--- src/rtl/supply_guard_pkg.sv ---
package supply_guard_pkg;

  localparam int CMP_COUNT = 4;
  localparam int IDX_LOW_DET = 0;
  localparam int IDX_HIGH_DET = 1;
  localparam int IDX_LOW_WARN = 2;
  localparam int IDX_HIGH_WARN = 3;

  typedef enum logic [1:0] {
    ST_RUN      = 2'd0,
    ST_HOLD_POR = 2'd1,
    ST_HOLD_LVD = 2'd2
  } guardState_e;

  // strobes from control to datapath
  typedef struct packed {
    logic setLvdSrc;
    logic setDetFlag;
  } ctrlStrobe_t;

  // conditions from datapath to control
  typedef struct packed {
    logic lowDetBelow;
    logic selDetBelow;
    logic fault;
  } dpStatus_t;

endpackage

--- src/rtl/supply_guard_sync.sv ---
module supply_guard_sync #(
  parameter int WIDTH = 4,
  parameter int STAGES = 2,
  parameter logic [WIDTH-1:0] RST_VAL = '1
) (
  input  logic             clk,
  input  logic             arst,
  input  logic [WIDTH-1:0] dIn,
  output logic [WIDTH-1:0] dOut
);

  localparam int LAST = STAGES - 1;

  logic [STAGES-1:0][WIDTH-1:0] stageQ;

  always_ff @(posedge clk or posedge arst) begin
    if (arst) begin
      stageQ <= {STAGES{RST_VAL}};
    end else begin
      stageQ[0] <= dIn;
      for (int i = 1; i < STAGES; i++) begin
        stageQ[i] <= stageQ[i-1];
      end
    end
  end

  assign dOut = stageQ[LAST];

endmodule

--- src/rtl/supply_guard_dp.sv ---
module supply_guard_dp
  import supply_guard_pkg::*;
#(
  parameter int SYNC_STAGES = 2
) (
  input  logic                 clk,
  input  logic                 arst,
  input  logic [CMP_COUNT-1:0] cmpBelow,
  input  logic                 detEn,
  input  logic                 detLvlHigh,
  input  logic                 stopActive,
  input  logic                 stopKeepEn,
  input  logic                 warnLvlHigh,
  input  logic                 flagAck,
  input  logic [1:0]           srcAck,
  input  ctrlStrobe_t          strobe,
  output dpStatus_t            status,
  output logic                 detFlag,
  output logic                 warnFlag,
  output logic                 srcPor,
  output logic                 srcLvd
);

  logic [CMP_COUNT-1:0] cmpSync;
  logic detArmed;
  logic warnSel;

  supply_guard_sync #(
    .WIDTH  (CMP_COUNT),
    .STAGES (SYNC_STAGES),
    .RST_VAL({CMP_COUNT{1'b1}})
  ) i_sync (
    .clk (clk),
    .arst(arst),
    .dIn (cmpBelow),
    .dOut(cmpSync)
  );

  assign detArmed = detEn && (!stopActive || stopKeepEn);

  always_comb begin
    status.lowDetBelow = cmpSync[IDX_LOW_DET];
    status.selDetBelow = detLvlHigh ? cmpSync[IDX_HIGH_DET] : cmpSync[IDX_LOW_DET];
    status.fault       = detArmed && status.selDetBelow;
  end

  assign warnSel = warnLvlHigh ? cmpSync[IDX_HIGH_WARN] : cmpSync[IDX_LOW_WARN];

  always_ff @(posedge clk or posedge arst) begin
    if (arst) begin
      detFlag  <= 1'b0;
      warnFlag <= 1'b1;
      srcPor   <= 1'b1;
      srcLvd   <= 1'b1;
    end else begin
      warnFlag <= warnSel;
      if (strobe.setDetFlag) begin
        detFlag <= 1'b1;
      end else if (flagAck && !status.fault) begin
        detFlag <= 1'b0;
      end
      if (srcAck[0]) begin
        srcPor <= 1'b0;
      end
      if (strobe.setLvdSrc) begin
        srcLvd <= 1'b1;
      end else if (srcAck[1]) begin
        srcLvd <= 1'b0;
      end
    end
  end

endmodule

--- src/rtl/supply_guard_ctrl.sv ---
module supply_guard_ctrl
  import supply_guard_pkg::*;
(
  input  logic        clk,
  input  logic        arst,
  input  dpStatus_t   status,
  input  logic        rstEn,
  output ctrlStrobe_t strobe,
  output logic        chipRst,
  output guardState_e stateOut
);

  guardState_e stateQ;
  logic rstQ;

  always_comb begin
    strobe.setDetFlag = (stateQ == ST_RUN) && status.fault && !rstEn;
    strobe.setLvdSrc  = (stateQ == ST_HOLD_LVD) && !status.selDetBelow;
  end

  always_ff @(posedge clk or posedge arst) begin
    if (arst) begin
      stateQ <= ST_HOLD_POR;
      rstQ   <= 1'b1;
    end else begin
      case (stateQ)
        ST_HOLD_POR: begin
          if (!status.lowDetBelow) begin
            stateQ <= ST_RUN;
            rstQ   <= 1'b0;
          end
        end
        ST_RUN: begin
          if (status.fault && rstEn) begin
            stateQ <= ST_HOLD_LVD;
            rstQ   <= 1'b1;
          end
        end
        ST_HOLD_LVD: begin
          if (!status.selDetBelow) begin
            stateQ <= ST_RUN;
            rstQ   <= 1'b0;
          end
        end
        default: begin
          stateQ <= ST_HOLD_POR;
          rstQ   <= 1'b1;
        end
      endcase
    end
  end

  assign chipRst  = rstQ;
  assign stateOut = stateQ;

endmodule

--- src/rtl/supply_guard.sv ---
module supply_guard
  import supply_guard_pkg::*;
#(
  parameter int SYNC_STAGES = 2
) (
  input  logic       clk,
  input  logic       porBelow,
  input  logic       cmpLowDet,
  input  logic       cmpHighDet,
  input  logic       cmpLowWarn,
  input  logic       cmpHighWarn,
  input  logic       detEn,
  input  logic       detLvlHigh,
  input  logic       rstEn,
  input  logic       irqEn,
  input  logic       stopKeepEn,
  input  logic       warnLvlHigh,
  input  logic       stopActive,
  input  logic       flagAck,
  input  logic [1:0] srcAck,
  output logic       chipRst,
  output logic       irqReq,
  output logic       detFlag,
  output logic       warnFlag,
  output logic       srcPor,
  output logic       srcLvd,
  output logic       stop2Allowed
);

  logic [CMP_COUNT-1:0] cmpVec;
  ctrlStrobe_t ctrlStb;
  dpStatus_t   dpStat;
  guardState_e ctrlState;

  always_comb begin
    cmpVec = '0;
    cmpVec[IDX_LOW_DET]   = cmpLowDet;
    cmpVec[IDX_HIGH_DET]  = cmpHighDet;
    cmpVec[IDX_LOW_WARN]  = cmpLowWarn;
    cmpVec[IDX_HIGH_WARN] = cmpHighWarn;
  end

  supply_guard_dp #(
    .SYNC_STAGES(SYNC_STAGES)
  ) i_dp (
    .clk        (clk),
    .arst       (porBelow),
    .cmpBelow   (cmpVec),
    .detEn      (detEn),
    .detLvlHigh (detLvlHigh),
    .stopActive (stopActive),
    .stopKeepEn (stopKeepEn),
    .warnLvlHigh(warnLvlHigh),
    .flagAck    (flagAck),
    .srcAck     (srcAck),
    .strobe     (ctrlStb),
    .status     (dpStat),
    .detFlag    (detFlag),
    .warnFlag   (warnFlag),
    .srcPor     (srcPor),
    .srcLvd     (srcLvd)
  );

  supply_guard_ctrl i_ctrl (
    .clk     (clk),
    .arst    (porBelow),
    .status  (dpStat),
    .rstEn   (rstEn),
    .strobe  (ctrlStb),
    .chipRst (chipRst),
    .stateOut(ctrlState)
  );

  assign irqReq       = detFlag & irqEn;
  assign stop2Allowed = ~(detEn & stopKeepEn);

endmodule

--- config.mk ---
export PLATFORM = sky130hd
export DESIGN_NAME = supply_guard
export DESIGN_NICKNAME = d
export VERILOG_FILES = /design/src/rtl/supply_guard_pkg.sv /design/src/rtl/supply_guard_sync.sv /design/src/rtl/supply_guard_dp.sv /design/src/rtl/supply_guard_ctrl.sv /design/src/rtl/supply_guard.sv
export SDC_FILE = /design/constraint.sdc
export NUM_CORES = 1
export LEC_CHECK = 0
export BUFFER_PORTS_ARGS = -buffer_cell sky130_fd_sc_hd__buf_4
export CELL_PAD_IN_SITES_DETAIL_PLACEMENT = 0
export CELL_PAD_IN_SITES_GLOBAL_PLACEMENT = 1
export CORE_MARGIN = 1.5
export CORE_UTILIZATION = 38
export CTS_BUF_LIST = sky130_fd_sc_hd__clkbuf_8 sky130_fd_sc_hd__clkbuf_16
export DETAILED_ROUTE_END_ITERATION = 6
export GPL_TIMING_DRIVEN = 0
export HOLD_SLACK_MARGIN = 0.08
export MAX_ROUTING_LAYER = met4
export PLACE_DENSITY_LB_ADDON = 0.1
export SLEW_MARGIN = 20
export SYNTH_ARGS = -nofsm -noshare
export SYNTH_HDL_FRONTEND = slang
export SYNTH_SLANG_ARGS = --single-unit
--- constraint.sdc ---
create_clock -name clk -period 2.8 [get_ports clk]
set_input_delay 0.14 -clock clk [delete_from_list [all_inputs] [get_ports clk]]
set_output_delay 0.14 -clock clk [all_outputs]
set_load 0.05 [all_outputs]
==> results of run 1 <==
==> final cells by class <==
type	count	share of cell area
Tap cell	16	0.02177
Multi-Input combinational cell	22	0.2150
Clock buffer	3	0.04490
Sequential cell	15	0.4259
Timing Repair Buffer	29	0.2558
Clock inverter	1	0.008163
Inverter	7	0.02857
==> sequential cells by signal (all words and copies together), names as in the netlist <==
register	cells
i_dp.warnFlag	1
i_ctrl.chipRst	1
i_dp.i_sync.stageQ	4
i_dp.detFlag	1
i_dp.i_sync.dOut	4
i_dp.srcPor	1
i_dp.srcLvd	1
i_ctrl.stateOut	2
==> layer usage <==
metal,track usage,share of wire
met4,0.1273,0.038
met1,0.1599,0.43
met3,0.03404,0.083
met2,0.2090,0.45
met5,-,0
==> kinds of logic after synthesis <==
kind of cell,synth area share
AO/OA/AOI/OAI,0.04675
adder cells (fa/ha/maj),0.1016
buffers and inverters,0.04269
flip-flops,0.6362
multiplexers,0.1077
AND/OR/NAND/NOR,0.06504
==> metrics by stage <==
stage | hold slack (ps) | setup WS [ps] | util | total power, mW | instances
finish | 138.9 | 1048 | 0.6105 | 0.6871 | 93
detailed placement | 224.0 | 1042 | 0.5316 | 0.5094 | 82
global placement | 214.6 | 1051 | 0.5316 | 0.5068 | 82
global route | 132.5 | 961.6 | 0.6105 | 0.7325 | 93
floorplan | 32.18 | 1134 | - | 0.4450 | 44
CTS | 130.6 | 1031 | 0.6105 | 0.7008 | 93
==> cells in the final DEF, fill, tap and decap left out <==
master,count
buf_4,22
dfstp_2,13
inv_1,7
dlygate4sd3_1,7
ha_1,5
mux2_4,3
nand2_1,3
clkbuf_8,3
dfrtp_1,2
nand2b_1,1
nand3_1,1
nor3_1,1
a21o_1,1
o22ai_1,1
o21ai_0,1
a221o_1,1
mux2_2,1
and2_1,1
nor2b_1,1
mux2i_1,1
clkinvlp_4,1
==> power by group through the flow <==
stage,Sequential (mW),Combinational (mW),Clock [mW]
3_3_place_gp,0.284,0.222,0
6_report,0.281,0.230,0.176
2_1_floorplan,0.343,0.102,0
4_1_cts,0.282,0.235,0.184
5_1_grt,0.286,0.250,0.196
3_5_place_dp,0.285,0.225,0
==> worst max path at each step <==
stage               cells after the start            endpoint                from  slack [ps]
finish                                  6  i_ctrl.stateOut[1]  i_ctrl.stateOut[0]        1050
global route                            6  i_ctrl.stateOut[1]  i_ctrl.stateOut[0]         960
CTS                                     6  i_ctrl.stateOut[1]  i_ctrl.stateOut[0]        1030
detailed placement                      6  i_ctrl.stateOut[1]  i_ctrl.stateOut[0]        1040
global placement                        6  i_ctrl.stateOut[1]  i_ctrl.stateOut[0]        1050
floorplan                               6  i_ctrl.stateOut[1]  i_ctrl.stateOut[0]        1130
==> critical path: stages, from the launching register on <==
cell     delay, ps
dfstp_2        550
inv_1           80
ha_1           210
inv_1           70
o21ai_0         70
a221o_1        340
mux2_4         320
==> impl_metrics.csv, run 1 <==
group,metric,value,unit
die,core_area,1506,um2
hold_path,hold_class,"input port to flip-flop",
routing,drtIter0Drc,0,
clock_tree,cts_buffers,3,
worst_setup_path,required,2930,ps
synth,synth-edff-count,0,
routing,wl_per_cell,10.67,um
routing,routed_wl,992,um
clock_tree,clk_pin_slew,60,ps
power_and_ir_drop,power_frac_clock,0.255,
power_and_ir_drop,pwr-share-seq,0.409,
cells_and_area,drive_gt1_frac,0.5584,
cells_and_area,nFillCells,131,
job,drv_cap,0,
die,die-height,43.25,um
cells_and_area,nets,99,
synth,ys_top_cells_by_count,"13 x dfstp_2, 7 x inv_1, 5 x ha_1",
timing,worstMarginPinSlew,542.1,ps
synth,netlist.top_cell.by_area,"dfstp_2",
die,start_util,0.4086,
timing,finalClockSkew,1.804,ps
routing,firstDrtPassIters,1,
timing,final.setup.tns,0,ps
synth,synth-seq-cells,15,
die,rows,14,
power_and_ir_drop,swShare,0.3279,
synth,ys_types,17,
worst_setup_path,path_class,"flip-flop to flip-flop",
power_and_ir_drop,p_per_area,747.2,nW/um2
placement,placed_cell_area,800.8,um2
synth,netlist.area_leader.share,0.5549,
synth,avgSynthCellArea,13.99,um2
clock_tree,holdBufCountCts,7,
cells_and_area,seqCellArea,391.6,um2
hold_path,worstHoldPathCells,2,
timing,hold_viol,0,
cells_and_area,area_growth,49.39,%
power_and_ir_drop,leakage,0.4569,nW
global_routing,grt_pass1_vias,433,
synth,ys_async_sr_fraction,1.000,
die,dieArea,1871,um2
hold_path,hold_end,"i_dp.warnFlag",
timing,max_freq,570.8,MHz
clock_tree,cts_root_buffer,"clkbuf_8",
global_routing,antenna_found_initial,0,
cells_and_area,design_area,919.6,um2
worst_setup_path,rrSetupSlack,1050,ps
power_and_ir_drop,vdd_drop_max,0.4088,mV
power_and_ir_drop,p_sw,0.2253,mW
routing,drc,0,
worst_setup_path,r2r_cells,6,
synth,ys_warn_count,0,
hold_path,min_from,"warnLvlHigh",
worst_setup_path,endpoint_kind,"flip-flop",
timing,drv_slew,0,
clock_tree,htree_levels,1,
global_routing,gr-usage-all-layers,0.1431,
cells_and_area,antenna_cells,0,
synth,post-synth-top-count-cell,"dfstp_2",
routing,vias_per_cell,4.462,
die,pin_count,23,
run_status,status,"complete, no violations",
synth,ys.flop_type,"dfstp_2",
clock_tree,clk_path_buf_depth,2,
synth,synth.area.top_cells,"dfstp_2 55%, ha_1 10%, dfrtp_1 8.1%, mux2_4 7.3%, inv_1 4.3%",
worst_setup_path,cp-start-kind,"flip-flop",
die,die_w,43.25,um
global_routing,gr-total-overflow,0,
clock_tree,clk_latency,240,ps
clock_tree,cts_tree,"built",
clock_tree,cts_resized,0,
timing,period_needed,1752,ps
placement,routabilityCongestion,0.6193,
synth,synth_fp_nets,65,
global_routing,grt_max_degree,16,
power_and_ir_drop,p_comb_frac,0.335,
worst_setup_path,r2r_end,"i_ctrl.stateOut[1]",
routing,postRouteAntennaNets,0,
global_routing,grt_pass1_wl,1773,um
routing,vias,415,
timing,fin_crit_sh,0.6257,
worst_setup_path,crit_fanout,4,
synth,syn_area,615.6,um2
placement,hpwl,677.8,um
cells_and_area,multi_input_area,197.7,um2
synth,netlist_instances,44,
worst_setup_path,r2r-start,"i_ctrl.stateOut[0]",
timing,rsz0062_at_grt,"false",
worst_setup_path,arrival,1880,ps
placement,numPortBuffers,22,
timing,setup_viol,0,
timing,maxSlewHeadroom,0.6382,
clock_tree,clock_sinks,15,
power_and_ir_drop,p_int,0.4618,mW
synth,synth_seq_area_share,0.6362,
clock_tree,post_cts.repair.setup_buffers,0,
No activity file was read; power rests on OpenSTA's default activity.
==> run 2, diff against run 1 <==
--- a/config.mk
+++ b/config.mk
@@ -5,11 +5,12 @@
 export SDC_FILE = /design/constraint.sdc
 export NUM_CORES = 1
 export LEC_CHECK = 0
+export ABC_AREA = 1
 export BUFFER_PORTS_ARGS = -buffer_cell sky130_fd_sc_hd__buf_4
 export CELL_PAD_IN_SITES_DETAIL_PLACEMENT = 0
 export CELL_PAD_IN_SITES_GLOBAL_PLACEMENT = 1
 export CORE_MARGIN = 1.5
-export CORE_UTILIZATION = 38
+export CORE_UTILIZATION = 35
 export CTS_BUF_LIST = sky130_fd_sc_hd__clkbuf_8 sky130_fd_sc_hd__clkbuf_16
 export DETAILED_ROUTE_END_ITERATION = 6
 export GPL_TIMING_DRIVEN = 0
==> constraint.sdc (replaced) <==
create_clock -name clk -period 1.7 [get_ports clk]
set_input_delay 0.085 -clock clk [delete_from_list [all_inputs] [get_ports clk]]
set_output_delay 0.085 -clock clk [all_outputs]
set_load 0.05 [all_outputs]
==> impl_metrics.csv, run 2 <==
group,metric,value,unit
power_and_ir_drop,p_sw,0.4016,mW
routing,vias_per_cell,4.051,
power_and_ir_drop,p_comb_frac,0.359,
synth,synth_top_family_by_area,"simple AND/OR/NAND/NOR gates",
worst_setup_path,rrSetupSlack,220,ps
timing,drv_slew,0,
synth,netlist.area_leader.share,0.5240,
power_and_ir_drop,swShare,0.3501,
placement,routabilityCongestion,0.6915,
clock_tree,cts_tree,"built",
routing,postRouteAntennaNets,0,
global_routing,grt_pass1_wl,1794,um
die,die_w,46.16,um
run_status,status,"complete, no violations",
power_and_ir_drop,p_int,0.7454,mW
timing,worstMarginPinSlew,543.2,ps
cells_and_area,final_common_cell,"buf_4",
global_routing,grt_pass1_vias,445,
worst_setup_path,cp-start-kind,"flip-flop",
cells_and_area,antenna_cells,0,
timing,setup_viol,0,
clock_tree,htree_levels,1,
die,die-height,46.16,um
clock_tree,cts_buffers,3,
placement,place_ws,227.0,ps
clock_tree,clock_sinks,15,
hold_path,min_from,"warnLvlHigh",
cells_and_area,nets,115,
hold_path,hold_class,"input port to flip-flop",
die,dieArea,2130,um2
cells_and_area,area_growth,49.33,%
worst_setup_path,path_class,"flip-flop to flip-flop",
clock_tree,cts_resized,0,
global_routing,antenna_found_initial,0,
worst_setup_path,r2r_cells,8,
timing,max_freq,676.3,MHz
placement,numPortBuffers,22,
routing,drc,0,
power_and_ir_drop,power_frac_clock,0.236,
synth,syn_area,651.9,um2
global_routing,gr-usage-all-layers,0.1264,
synth,post-synth-top-count-cell,"dfstp_2",
cells_and_area,drive_gt1_frac,0.4839,
synth,ys_types,15,
die,core_area,1745,um2
clock_tree,cts_root_buffer,"clkbuf_8",
synth,ys.flop_type,"dfstp_2",
synth,ys_warn_count,0,
synth,synth_xor_area_frac,0,
routing,vias,478,
worst_setup_path,endpoint_kind,"flip-flop",
worst_setup_path,r2r_end,"i_ctrl.stateOut[1]",
routing,routed_wl,1087,um
clock_tree,post_cts.repair.setup_buffers,0,
global_routing,grt_max_degree,16,
die,rows,15,
job,drv_cap,0,
die,start_util,0.3735,
synth,synth-seq-cells,15,
die,pin_count,23,
timing,timing.hold.ws,90.26,ps
synth,synth.area.mux_share,0.01727,
synth,ys_top_cells_by_count,"13 x dfstp_2, 12 x nand2_1, 11 x inv_1",
synth,synth_fp_nets,80,
timing,rsz0062_at_grt,"false",
cells_and_area,layout.cells.non_filler,118,
routing,drtIter0Drc,3,
cells_and_area,post-route-util,0.5577,
timing,fin_crit_sh,0.8698,
timing,maxSlewHeadroom,0.6375,
timing,hold_viol,0,
timing,final.setup.tns,0,ps
timing,period_needed,1479,ps
synth,ys_async_sr_fraction,1.000,
worst_setup_path,arrival,1610,ps
synth,synth_seq_area_share,0.6008,
synth,synth_simple_gate_area_frac,0.1612,
cells_and_area,design_area,973.4,um2
power_and_ir_drop,leakage,0.4876,nW
worst_setup_path,crit_fanout,4,
timing,finalClockSkew,0.9554,ps
worst_setup_path,r2r-start,"i_ctrl.stateOut[0]",
cells_and_area,layout_common_cells,"22 x buf_4, 13 x dfstp_2, 12 x inv_1, 12 x nand2_1, 8 x dlygate4sd3_1",
routing,wl_per_cell,9.212,um
synth,synth_compound_gate_area_share,0.06142,
power_and_ir_drop,p_total,1.147,mW
synth,avgSynthCellArea,11.05,um2
worst_setup_path,required,1830,ps
routing,firstDrtPassIters,2,
global_routing,gr-total-overflow,0,
placement,placed_cell_area,848.3,um2
synth,netlist.top_cell.by_area,"dfstp_2",
hold_path,worstHoldPathCells,2,
hold_path,hold_end,"i_dp.warnFlag",
placement,dp.cells,106,
synth,synth_fa_ha_area_frac,0.09597,
power_and_ir_drop,p_per_area,1178,nW/um2
synth,synth-edff-count,0,
timing,setup_slack,221.4,ps
power_and_ir_drop,pwr-share-seq,0.405,
synth,synth.area.top_cells,"dfstp_2 52%, ha_1 9.6%, dfrtp_1 7.7%, nand2_1 6.9%, inv_1 6.3%",
synth,netlist_instances,59,
power_and_ir_drop,vdd_drop_max,0.7196,mV
clock_tree,clk_path_buf_depth,2,
clock_tree,clk_latency,240,ps
clock_tree,clk_pin_slew,60,ps
-- run 2: power by group through the flow --
stage               registers [mW]  logic, mW  clock network, mW
floorplan                    0.567      0.190                  0
detailed placement           0.470      0.397                  0
finish                       0.464      0.412              0.270
CTS                          0.465      0.415              0.280
global placement             0.469      0.395                  0
global route                 0.471      0.462              0.297
-- run 2: worst max path at each step --
| stage | startpoint | end | slack (ps) | cells after the start |
|---|---|---|---|---|
| 6_report | i_ctrl.stateOut[0] | i_ctrl.stateOut[1] | 220 | 8 |
| 5_1_grt | i_ctrl.stateOut[0] | i_ctrl.stateOut[1] | 80 | 8 |
| 4_1_cts | i_ctrl.stateOut[0] | i_ctrl.stateOut[1] | 220 | 8 |
| 3_3_place_gp | i_ctrl.stateOut[0] | i_ctrl.stateOut[1] | 220 | 8 |
| 3_5_place_dp | i_ctrl.stateOut[0] | i_ctrl.stateOut[1] | 230 | 8 |
| 2_1_floorplan | i_ctrl.stateOut[0] | i_ctrl.stateOut[1] | 320 | 8 |
-- run 2: per-layer routing --
metal | global-route usage | share of wire | up-vias
li1 | - | - | 247
met2 | 0.2000 | 0.48 | 17
met5 | - | 0 | -
met1 | 0.1481 | 0.43 | 214
met3 | 0.05098 | 0.086 | 0
met4 | 0.03429 | 0 | 0
-- run 2: critical path, cell delays in order (launching register included) --
cell     delay [ps]
dfstp_2         560
inv_1            80
ha_1            240
nand2_1          70
nand2_1          70
a21oi_4         160
nand2_2          90
nand2_1          60
nand2_1          40
-- run 2: repair_timing --
action                                 4_1_cts  5_1_grt
hold buffers                                 8        0
endpoints found under the hold margin        9        0
setup endpoints to repair                    0        0
-- run 2: cells by family (layout without fill, tap and decap cells) --
logic type,Yosys count,in the layout
flip-flops,15,15
AO/OA/AOI/OAI,5,5
adder cells (fa/ha/maj),5,5
multiplexers,1,1
buffers and inverters,11,45
AND/OR/NAND/NOR,22,22
-- run 2: cell type report --
class                           instances  area, um2
Tap cell                               25      31.28
Timing Repair Buffer                   30      245.2
Fill cell                             180      772.0
Clock inverter                          1      3.754
Clock buffer                            3      41.29
Inverter                               11      41.29
Multi-Input combinational cell         33      219.0
Sequential cell                        15      391.6
==> run 3, diff against run 2 <==
--- a/config.mk
+++ b/config.mk
@@ -20,4 +20,5 @@
 export SLEW_MARGIN = 20
 export SYNTH_ARGS = -nofsm -noshare
 export SYNTH_HDL_FRONTEND = slang
+export SYNTH_HIERARCHICAL = 1
 export SYNTH_SLANG_ARGS = --single-unit
==> constraint.sdc (replaced) <==
create_clock -name clk -period 1.53 [get_ports clk]
set_input_delay 0.0765 -clock clk [delete_from_list [all_inputs] [get_ports clk]]
set_output_delay 0.0765 -clock clk [all_outputs]
set_load 0.05 [all_outputs]
==> impl_metrics.csv, run 3 <==
group,metric,value,unit
worst_setup_path,path_buf_inv,2,
clock_tree,clk_pin_slew,50,ps
cells_and_area,final_common_cell,"buf_4",
power_and_ir_drop,leakage,0.5515,nW
cells_and_area,antenna_cells,0,
synth,ys.flop_type,"dfstp_2",
worst_setup_path,cp_num_cells,10,
global_routing,grt_max_degree,9,
clock_tree,cts_tree,"built",
run_status,status,"complete, no violations",
power_and_ir_drop,vdd_drop_max,0.8504,mV
worst_setup_path,crit_fanout,4,
routing,drc,0,
clock_tree,cts_buffers,3,
timing,maxSlewHeadroom,0.8193,
routing,postRouteAntennaNets,0,
placement,routabilityCongestion,0.6961,
worst_setup_path,required,1660,ps
hold_path,worstHoldPathCells,6,
routing,vias,524,
job,drv_cap,0,
timing,final.setup.tns,0,ps
synth,synth.area.top_cells,"dfstp_2 49%, nand2_1 9.2%, ha_1 9.0%, inv_1 8.6%, dfrtp_1 7.2%",
worst_setup_path,path_class,"flip-flop to flip-flop",
power_and_ir_drop,p_per_area,1202,nW/um2
global_routing,gr-total-overflow,0,
cells_and_area,area_growth,49.01,%
worst_setup_path,cp_cell_sequence,"buf_4, nand2_1, nand2_2, nand2_2, inv_1, nand2_1, nand2_2, nand3_2, nand2_1, nand2_1",
clock_tree,htree_levels,1,
clock_tree,clk_path_buf_depth,2,
synth,ys_top_cells_by_count,"17 x nand2_1, 16 x inv_1, 13 x dfstp_2",
synth,post-synth-top-count-cell,"nand2_1",
synth,netlist.top_cell.by_area,"dfstp_2",
placement,numPortBuffers,22,
clock_tree,clock_sinks,15,
routing,vias_per_cell,3.970,
synth,netlist_instances,71,
timing,setup_slack,192.9,ps
timing,drv_slew,0,
synth,ys_warn_count,6,
global_routing,antenna_found_initial,0,
cells_and_area,nets,129,
worst_setup_path,endpoint_kind,"flip-flop",
worst_setup_path,crit_family,"simple AND/OR/NAND/NOR gates",
cells_and_area,layout.cells.non_filler,132,
worst_setup_path,crit_slowest_cell,"dfstp_2",
timing,max_freq,747.9,MHz
routing,routed_wl,1033,um
worst_setup_path,path_common_cell,"nand2_1",
hold_path,hold_end,"i_dp/detFlag",
timing,worstMarginPinSlew,270.8,ps
timing,fin_crit_sh,0.8739,
worst_setup_path,arrival,1470,ps
worst_setup_path,rrSetupSlack,190,ps
synth,synth-edff-count,0,
synth,ys_types,13,
routing,drtIter0Drc,4,
clock_tree,post_cts.repair.setup_buffers,0,
synth,synth_seq_area_share,0.5619,
worst_setup_path,r2r-start,"i_dp/i_sync/dOut[1]",
clock_tree,cts_root_buffer,"clkbuf_8",
worst_setup_path,critPathLaunch,"i_dp/i_sync/dOut[1]",
die,core_area,1802,um2
synth,netlist.area_leader.share,0.4901,
worst_setup_path,slowest_delay,510,ps
worst_setup_path,r2r_end,"i_ctrl/stateOut[1]",
routing,firstDrtPassIters,4,
synth,ys_async_sr_fraction,1.000,
timing,rsz0062_at_grt,"false",
synth,syn_area,696.9,um2
clock_tree,clk_latency,240,ps
cells_and_area,drive_gt1_frac,0.4579,
die,die_w,47.62,um
timing,finalClockSkew,1.651,ps
global_routing,grt_pass1_wl,1649,um
worst_setup_path,r2r_cells,10,
placement,dp.cells,118,
cells_and_area,layout_common_cells,"26 x buf_4, 17 x nand2_1, 17 x inv_1",
die,start_util,0.3868,
synth,synth-seq-cells,15,
synth,avgSynthCellArea,9.816,um2
placement,hpwl,819.4,um
cells_and_area,nFillCells,175,
clock_tree,holdBufCountCts,10,
timing,setup_viol,0,
hold_path,min_from,"stopActive",
hold_path,hold_class,"input port to flip-flop",
global_routing,grt_pass1_vias,453,
die,dieArea,2268,um2
clock_tree,cts_resized,0,
die,pin_count,23,
worst_setup_path,cp-start-kind,"flip-flop",
global_routing,gr-usage-all-layers,0.1113,
die,rows,15,
die,die-height,47.62,um
routing,wl_per_cell,7.826,um
timing,period_needed,1337,ps
timing,hold_viol,0,
placement,place_ws,180.8,ps
synth,synth_fp_nets,92,
[run 3: area by class of cell]
cell class / count / area [um2] / share of cell area
Tap cell: 25 / 31.28 / 0.03012
Sequential cell: 15 / 391.6 / 0.3771
Timing Repair Buffer: 32 / 265.3 / 0.2554
Multi-Input combinational cell: 36 / 215.2 / 0.2072
Clock buffer: 3 / 41.29 / 0.03976
Inverter: 16 / 60.06 / 0.05783
Buffer: 4 / 30.03 / 0.02892
Clock inverter: 1 / 3.754 / 0.003614
[run 3: metal layers]
metal  wire length [um]  vias up  track usage  part of all wire
met2                451       21       0.1892              0.44
met5                  0        -            -                 0
met1                486      227       0.1119              0.47
met4                 10        0      0.03243            0.0097
met3                 85        2      0.05660             0.082
li1                   -      274            -                 -
[run 3: power breakdown]
group / internal, mW / switching [mW]
registers: 0.481 / 0.0324
clock network: 0.177 / 0.116
logic: 0.169 / 0.273
[run 3: worst reg2reg max path: stages, from the launching register on]
cell     delay, ps
dfstp_2        510
buf_4           90
nand2_1         50
nand2_2         90
nand2_2         60
inv_1           70
nand2_1         60
nand2_2         90
nand3_2         90
nand2_1         70
nand2_1         50
[run 3: cell families after synthesis]
kind of cell | synth area share
compound gates | 0.02335
fa+ha+maj | 0.08977
mux | 0.01616
buf+inv | 0.1293
simple gates | 0.1795
flops | 0.5619
[run 3: how the worst max path moves through the flow]
stage	slack, ps	end
floorplan	290	i_ctrl/stateOut[1]
global placement	190	i_ctrl/stateOut[1]
detailed placement	180	i_ctrl/stateOut[1]
CTS	160	i_ctrl/stateOut[1]
global route	70	i_ctrl/stateOut[1]
finish	190	i_ctrl/stateOut[1]
[run 3: through the flow]
stage / instance area [um2] / util / total power, mW / hold slack (ps)
6_report: 1039 / 0.5764 / 1.248 / 184.9
5_1_grt: 1039 / 0.5764 / 1.337 / 215.5
4_1_cts: 1039 / 0.5764 / 1.272 / 180.0
3_5_place_dp: 893.4 / 0.4958 / 0.9450 / -28.78
3_3_place_gp: 893.4 / 0.4958 / 0.9418 / -24.76
2_1_floorplan: 696.9 / - / 0.8238 / -171.3
